==> config.mk <==
export PLATFORM = sky130hd
export DESIGN_NAME = ripple_alu
export DESIGN_NICKNAME = d
export VERILOG_FILES = /design/src/rtl/ripple_alu_pkg.sv /design/src/rtl/alu_pick4.sv /design/src/rtl/alu_bit_slice.sv /design/src/rtl/ripple_alu.sv
export SDC_FILE = /design/constraint.sdc
export NUM_CORES = 1
export LEC_CHECK = 0
export BUFFER_PORTS_ARGS = -buffer_cell sky130_fd_sc_hd__buf_2
export CORE_MARGIN = 2
export CORE_UTILIZATION = 49
export DETAILED_ROUTE_END_ITERATION = 10
export GPL_TIMING_DRIVEN = 0
export PLACE_DENSITY_LB_ADDON = 0.12
export REMOVE_ABC_BUFFERS = 1
export SYNTH_ARGS = -nofsm -noshare
export SYNTH_HDL_FRONTEND = slang
export SYNTH_SLANG_ARGS = --single-unit
export TNS_END_PERCENT = 10
==> constraint.sdc <==
create_clock -name vclk -period 17
set_input_delay 1.7 -clock vclk [all_inputs]
set_output_delay 1.7 -clock vclk [all_outputs]
set_load 0.1 [all_outputs]
==> src/rtl/ripple_alu_pkg.sv <==
package ripple_alu_pkg;

    typedef enum logic [1:0] {
        OP_AND = 2'b00,
        OP_OR  = 2'b01,
        OP_XOR = 2'b10,
        OP_SUM = 2'b11
    } alu_op_e;

    typedef struct packed {
        logic sum_c;
        logic xor_c;
        logic or_c;
        logic and_c;
    } slice_cand_t;

    function automatic logic majority3(input logic x, input logic y, input logic z);
        return (x & y) | (x & z) | (y & z);
    endfunction

endpackage

==> src/rtl/alu_pick4.sv <==
module alu_pick4
    import ripple_alu_pkg::*;
(
    input  slice_cand_t cand,
    input  alu_op_e     sel,
    output logic        pick
);
    always_comb begin
        case (sel)
            OP_AND: pick = cand.and_c;
            OP_OR:  pick = cand.or_c;
            OP_XOR: pick = cand.xor_c;
            OP_SUM: pick = cand.sum_c;
        endcase
    end
endmodule

==> src/rtl/alu_bit_slice.sv <==
module alu_bit_slice
    import ripple_alu_pkg::*;
(
    input  logic    a_bit,
    input  logic    b_bit,
    input  logic    c_in,
    input  alu_op_e sel,
    output logic    r_bit,
    output logic    c_out
);
    slice_cand_t cand;

    always_comb begin
        cand.and_c = a_bit & b_bit;
        cand.or_c  = a_bit | b_bit;
        cand.xor_c = a_bit ^ b_bit;
        cand.sum_c = a_bit ^ b_bit ^ c_in;
    end

    assign c_out = majority3(a_bit, b_bit, c_in);

    alu_pick4 pick_i (
        .cand (cand),
        .sel  (sel),
        .pick (r_bit)
    );
endmodule

==> src/rtl/ripple_alu.sv <==
module ripple_alu
    import ripple_alu_pkg::*;
#(
    parameter int WIDTH = 32
) (
    input  logic [WIDTH-1:0] a,
    input  logic [WIDTH-1:0] b,
    input  logic             carry_in,
    input  logic [1:0]       op,
    output logic [WIDTH-1:0] result,
    output logic             carry_out
);
    localparam int CHAIN_LEN = WIDTH + 1;

    logic [CHAIN_LEN-1:0] chain;
    alu_op_e              op_sel;

    assign op_sel   = alu_op_e'(op);
    assign chain[0] = carry_in;

    for (genvar i = 0; i < WIDTH; i++) begin : g_slice
        alu_bit_slice slice_i (
            .a_bit (a[i]),
            .b_bit (b[i]),
            .c_in  (chain[i]),
            .sel   (op_sel),
            .r_bit (result[i]),
            .c_out (chain[i+1])
        );
    end

    assign carry_out = chain[WIDTH];
endmodule

# ---- After elaboration in Yosys (flattened, before gate mapping)
# Cells that the tools add are included.
dict set report totals {
  output_inout_bits 33
  inputBits 67
  elab_cells 292
  reg_bits 0
}
dict set report op_classes {
  n_reduce_logical 1
  n_bitwise 256
  eq_ne 3
  mux 32
}
# op n
set op_table {}
lappend op_table {{$pmux W1 S4} 32}
lappend op_table {{$and A1 B1 Y1} 96}
lappend op_table {{$or A1 B1 Y1} 96}
lappend op_table {{$xor A1 B1 Y1} 64}
lappend op_table {{$eq A2 B2 Y1 const B} 2}
lappend op_table {{$eq A2 B1 Y1 const B} 1}
lappend op_table {{$logic_not A2 Y1} 1}

# ---- Depth between registers and ports, before layout
# Gate-level depths: netlist of the first run.
dict set report depth {
  depth_word 96
  mapped_depth 36
  depth_no_buf 35
}

# ---- Modules after synthesis
# Synthesis of the first run repeated with hierarchy kept, for this count alone.
dict set report unflattened {
  hier_cells 224
  hier_area_um2 2522.4
}
# mod cells_each n_inst seq_area_each_um2 area_each_um2
set by_module_without_submodules {}
lappend by_module_without_submodules {alu_bit_slice 6 32 0.0 56.3}
lappend by_module_without_submodules {alu_pick4 1 32 0.0 22.5}

# ---- Worst setup path before layout of the first run
# OpenSTA, ideal clock, no wires.
dict set report synth_timing {
  path_type {input to output}
  start {in a[0]}
  end {out result[31]}
  path_buffers 1
  stages 36
  required_time_ps 15300
  path_slack_ps 904
  arrival_ps 14396
  path_cell_list {fa_1 > inv_1 > fa_1 > fa_1 > fa_1 > fa_1 > fa_1 > fa_1 > fa_1 > fa_1 > fa_1 > fa_1 > fa_1 > fa_1 > fa_1 > fa_1 > fa_1 > fa_1 > fa_1 > fa_1 > fa_1 > fa_1 > fa_1 > fa_1 > fa_1 > fa_1 > fa_1 > fa_1 > fa_1 > fa_1 > fa_1 > fa_1 > inv_1 > fa_1 > mux4_2 > buf_4}
}
dict set report synth_between {
  elab_chain_cells 95
  word_cells_on_any_way 126
  classes_between {mux: 1; bitwise: 125}
}
# element line
set synth_lines {}
lappend synth_lines {{start: declaration} ripple_alu.sv:6} ;# input logic [WIDTH-1:0] a,
lappend synth_lines {{$and A1 B1 Y1} ripple_alu_pkg.sv:18} ;# return (x & y) | (x & z) | (y & z);
lappend synth_lines {{$or A1 B1 Y1 (*) (2 in a row)} ripple_alu_pkg.sv:18}
lappend synth_lines {{$and A1 B1 Y1} ripple_alu_pkg.sv:18}
lappend synth_lines {{$or A1 B1 Y1} ripple_alu_pkg.sv:18}
lappend synth_lines {{$or A1 B1 Y1 (*)} ripple_alu_pkg.sv:18}
lappend synth_lines {{$and A1 B1 Y1} ripple_alu_pkg.sv:18}
lappend synth_lines {{$or A1 B1 Y1} ripple_alu_pkg.sv:18}
lappend synth_lines {{$or A1 B1 Y1 (*)} ripple_alu_pkg.sv:18}
lappend synth_lines {{[... 78 more ...]} --}
lappend synth_lines {{$and A1 B1 Y1} ripple_alu_pkg.sv:18}
lappend synth_lines {{$or A1 B1 Y1} ripple_alu_pkg.sv:18}
lappend synth_lines {{$or A1 B1 Y1 (*)} ripple_alu_pkg.sv:18}
lappend synth_lines {{$and A1 B1 Y1} ripple_alu_pkg.sv:18}
lappend synth_lines {{$or A1 B1 Y1} ripple_alu_pkg.sv:18}
lappend synth_lines {{$or A1 B1 Y1 (*)} ripple_alu_pkg.sv:18}
lappend synth_lines {{$xor A1 B1 Y1 (*)} alu_bit_slice.sv:17} ;# cand.sum_c = a_bit ^ b_bit ^ c_in;
lappend synth_lines {{$pmux W1 S4 (*)} alu_pick4.sv:9} ;# case (sel)
lappend synth_lines {{end: declaration} ripple_alu.sv:10} ;# output logic [WIDTH-1:0] result,
# Mark *: on every way between the ends. The rest lies on a longest branch, timed or not.

# ---- Worst setup path in the final report of the first run
# Same ends and word-level chain as after synthesis.

==> impl_metrics.csv, run 1 <==
group,metric,value,unit
power,ir_drop,0.0349,mV
setup_path,critPathLaunchType,"input pin",
logic_synthesis,synthMuxAreaShare,24.4,%
route,drc,0,
power,power_frac_seq,0,%
logic_synthesis,synth_compound_area_share,0,%
setup_path,path_max_fanout,3,
finish,multiInputGateArea,2180,um^2
setup_path,cp_data_arrival_time,14.85,ns
power,p_leak,1.95,nW
floorplanning,core-area,5920,um^2
grt,overflow,0,
logic_synthesis,synth-simple-area-share,0,%
grt,grt_max_degree,33,
power,finalPower,174,uW
timing,fin_setup_tns,0,ns
floorplanning,die_x,82.2,um
route,ant_nets,0,
finish,seq_cells,0,
clocking,cts_setup_buffers,0,
grt,grt_util_met1,17.1,%
placed_design,portBuffers,100,
finish,final_cell_mix,"inv_1 (128), buf_2 (99), ha_1 (64)",
hold_path,holdPathStages,3,
power,power_frac_clock,0,%
grt,grt_use_met2,30.4,%
setup_path,endpoint_kind,"primary output",
finish,final_layout_size_suffix_gt1_share,37.1,%
timing,layout_min_cycle_time,16.55,ns
power,intPower,45.8,uW
power,switching_power,129,uW
grt,top_usage_layer,"met2",
logic_synthesis,avgSynthCellArea,10.1,um^2
floorplanning,io_pins,100,
route,drt-initial-drc-count,20,
grt,antenna_found_initial,0,
timing,slew_headroom,35.6,%
timing,slew_violations,0,
setup_path,critical_path.slowest_cell,"mux4_2",
grt,grt_usage,14.6,%
logic_synthesis,yosysWarnings,0,
grt,grt_pass1_vias,2024,
timing,rsz0062_at_grt,"no",
logic_synthesis,syn_inst,296,
floorplanning,start_util,50.6,%
power,sw_frac_of_total,73.7,%
grt,grt_util_met3,0.978,%
floorplanning,dieArea,6750,um^2
clocking,cts_resized,0,
timing,hold_viol,0,
timing,timing.fmax,60.4,MHz
logic_synthesis,synth_top_family_by_area,"adder cells",
route,vias,2000,
finish,area_growth,9.07,%
route,drt-total-wl,4.62,mm
placed_design,dp_hpwl,4.17,mm
grt,grt_pass1_wl,8.01,mm
setup_path,crit_required,15.30,ns
finish,register_area,0,um^2
logic_synthesis,syn_area,2990,um^2
timing,setup_viol,0,
route,vias_per_cell,4.64,
finish,clock_buffers,0,
status,status,"finished, final reports clean",
floorplanning,num_rows,28,
setup_path,slowest_delay,0.50,ns
finish,num_antenna_cells,0,
finish,fillers,579,
clocking,cts_hold_buffers,0,
finish,final_common_cell,"inv_1",
flow_run,drv_cap,0,
placed_design,gp_congestion,0.720,
hold_path,hp-class,"in2out",
logic_synthesis,synthAdderAreaFrac,48.1,%
floorplanning,die_h,82.2,um
logic_synthesis,synth-xor-area-share,0,%
timing,tightest_slew,0.966,ns
logic_synthesis,ys_types,9,
route,wire_per_inst,10.7,um
logic_synthesis,seq_area_frac_synth,0,%
power,power_density,53.4,nW/um^2
setup_path,critPathMostFrequentCell,"fa_1",
route,drtPass1Iterations,3,
setup_path,crit_type,"in2out",
finish,fin_nets,521,
timing,period_share,97.4,%
power,p_comb_share,100.0,%
[cell families (layout without fill, tap and decap cells)]
logic type,count (synthesis),after routing
adders and majority gates,96,96
muxes,32,32
buffers and inverters,168,228
[metal layers]
| metal | part of all wire, % | vias up |
|---|---|---|
| met5 | 0 | - |
| met4 | 0 | 0 |
| met3 | 6.0 | 0 |
| met2 | 56 | 51 |
| met1 | 38 | 975 |
| li1 | - | 974 |
[worst max-delay path, delay by kind of cell]
family     cells  cell delay (ns)
buf+inv        4             0.44
fa+ha+maj     32            12.20
mux            1             0.50
[worst paths after layout]
| path | slack (ns) | endpoint | from |
|---|---|---|---|
| setup / recovery | 0.45 | result[31] | a[0] |
| hold / removal | 4.09 | carry_out | b[31] |
[synth_stat cells (all sizes together)]
master,instances,area share (%)
ha,64,27
fa,32,21
buf,40,11
inv,128,16
mux4,32,24
[power groups by stage]
stage	logic (mW)	clock network, mW	registers (mW)
global placement	0.172	0	0
floorplan	0.142	0	0
CTS	0.176	0	0
detailed placement	0.175	0	0
global route	0.188	0	0
finish	0.174	0	0
[layout make-up]
| type | count | share of cell area, % |
|---|---|---|
| inverter | 128 | 14.7 |
| timing repair buffer | 100 | 15.6 |
| multi-input combinational | 128 | 66.8 |
| tap | 75 | 2.87 |
[per-stage QoR]
step	util [%]	cells	cell area (um^2)	worst slack [ns]	hold slack (ns)
after floorplan	-	256	2650	0.853	3.91
after global placement	54.9	431	3250	0.152	4.09
after detailed placement	54.9	431	3250	0.140	4.09
after CTS	54.9	431	3250	0.120	4.09
after global routing	55.2	431	3270	0.0342	4.12
final	55.2	431	3270	0.449	4.09
Note: power is estimated with default switching activity, not from simulation.
==> inputs of run 2 (changes only) <==
--- a/config.mk
+++ b/config.mk
@@ -6,8 +6,9 @@
 export NUM_CORES = 1
 export LEC_CHECK = 0
 export BUFFER_PORTS_ARGS = -buffer_cell sky130_fd_sc_hd__buf_2
+export CORE_ASPECT_RATIO = 1.4
 export CORE_MARGIN = 2
-export CORE_UTILIZATION = 49
+export CORE_UTILIZATION = 50
 export DETAILED_ROUTE_END_ITERATION = 10
 export GPL_TIMING_DRIVEN = 0
 export PLACE_DENSITY_LB_ADDON = 0.12
==> constraint.sdc (replaced) <==
create_clock -name vclk -period 21.5
set_input_delay 2.15 -clock vclk [all_inputs]
set_output_delay 2.15 -clock vclk [all_outputs]
set_load 0.1 [all_outputs]
==> run 2 against run 1 <==
Net effect: total power is 21% lower; critical path depth stayed put; first-iteration DRC count grew to 2.8 times the previous value; count of clock-buffer cells in the layout stayed put; utilization is 0.53 points higher; largest power group unchanged; critical path type unchanged; die area is 1.8% lower.
==> impl_metrics.csv, run 2 (synthesis results as in run 1) <==
group,metric,value,unit
floorplanning,dieArea,6630,um^2
setup_path,endpoint_kind,"primary output",
timing,rsz0062_at_grt,"no",
timing,tightest_slew,0.965,ns
clocking,cts_resized,0,
hold_path,hp-class,"in2out",
grt,grt_util_met3,1.16,%
grt,overflow,0,
placed_design,placed_area,3240,um^2
route,drt-total-wl,4.66,mm
status,status,"finished, final reports clean",
timing,period_share,82.7,%
placed_design,pre_cts_ws,3.69,ns
setup_path,critical_path.slowest_cell,"mux4_2",
placed_design,dp.cells,426,
setup_path,critPathLaunchType,"input pin",
finish,post-route-util,55.7,%
grt,grt_max_degree,33,
finish,multiInputGateArea,2170,um^2
timing,finalWorstSetupSlack,3.72,ns
floorplanning,die_x,69.4,um
power,finalPower,137,uW
setup_path,slowest_delay,0.46,ns
setup_path,path_max_fanout,3,
setup_path,crit_type,"in2out",
setup_path,critPathMostFrequentCell,"fa_1",
timing,slew_headroom,35.6,%
finish,final_layout_size_suffix_gt1_share,36.2,%
setup_path,cp.buffers_inverters,4,
power,power_density,42.3,nW/um^2
timing,timing.fmax,56.2,MHz
finish,seq_cells,0,
grt,top_usage_layer,"met2",
placed_design,gp_congestion,0.759,
finish,register_area,0,um^2
finish,stdcell_count,426,
timing,fin_setup_tns,0,ns
finish,fillers,547,
setup_path,cp_data_arrival_time,15.63,ns
floorplanning,num_rows,33,
flow_run,drv_cap,0,
timing,slew_violations,0,
route,vias_per_cell,4.73,
clocking,cts_setup_buffers,0,
grt,grt_pass1_vias,2068,
placed_design,dp_hpwl,4.14,mm
route,drc,0,
finish,fin_nets,521,
grt,grt_usage,15.3,%
timing,setup_viol,0,
finish,clock_buffers,0,
route,vias,2015,
finish,postLayoutCellArea,3240,um^2
finish,final_common_cell,"inv_1",
power,p_leak,1.95,nW
route,wire_per_inst,10.9,um
floorplanning,start_util,51.4,%
finish,area_growth,8.27,%
power,ir_drop,0.0228,mV
timing,hold_viol,0,
route,drtPass1Iterations,4,
setup_path,crit_required,19.35,ns
timing,whs,4.99,ns
route,ant_nets,0,
grt,antenna_found_initial,0,
setup_path,crit_family,"adder cells",
clocking,cts_hold_buffers,0,
grt,grt_use_met2,30.6,%
floorplanning,core-area,5820,um^2
floorplanning,die_h,95.6,um
grt,grt_pass1_wl,8.60,mm
finish,final_cell_mix,"inv_1 (128), buf_2 (100), ha_1 (64)",
floorplanning,io_pins,100,
route,drt-initial-drc-count,55,
grt,grt_util_met1,18.7,%
finish,num_antenna_cells,0,
placed_design,portBuffers,100,
timing,layout_min_cycle_time,17.78,ns
## run 2: cell counts in the layout (fill, tap and decap cells not counted)
No cell type changed its count.
## run 2: final timing paths
kind / start / cells after the start / slack [ns] / to
hold / removal: b[31] / 3 / 4.99 / carry_out
setup / recovery: a[0] / 37 / 3.72 / result[31]
## run 2: cell type report
cell class / count / share of cell area (%)
Inverter: 128 / 14.8
Multi-Input combinational cell: 128 / 67.0
Tap cell: 70 / 2.70
Timing Repair Buffer: 100 / 15.4
## run 2: where the power goes
group / leakage [nW] / total (mW) / switching (mW) / internal, mW
combinational: 1.95 / 0.137 / 0.102 / 0.0355
sequential: 0 / 0 / 0 / 0
clock: 0 / 0 / 0 / 0
## run 2: per-layer routing
metal  vias to the layer above  wire, um
li1                        975         -
met1                       968      1780
met2                        68      2570
met3                         4       275
met4                         0        38
met5                         -         0
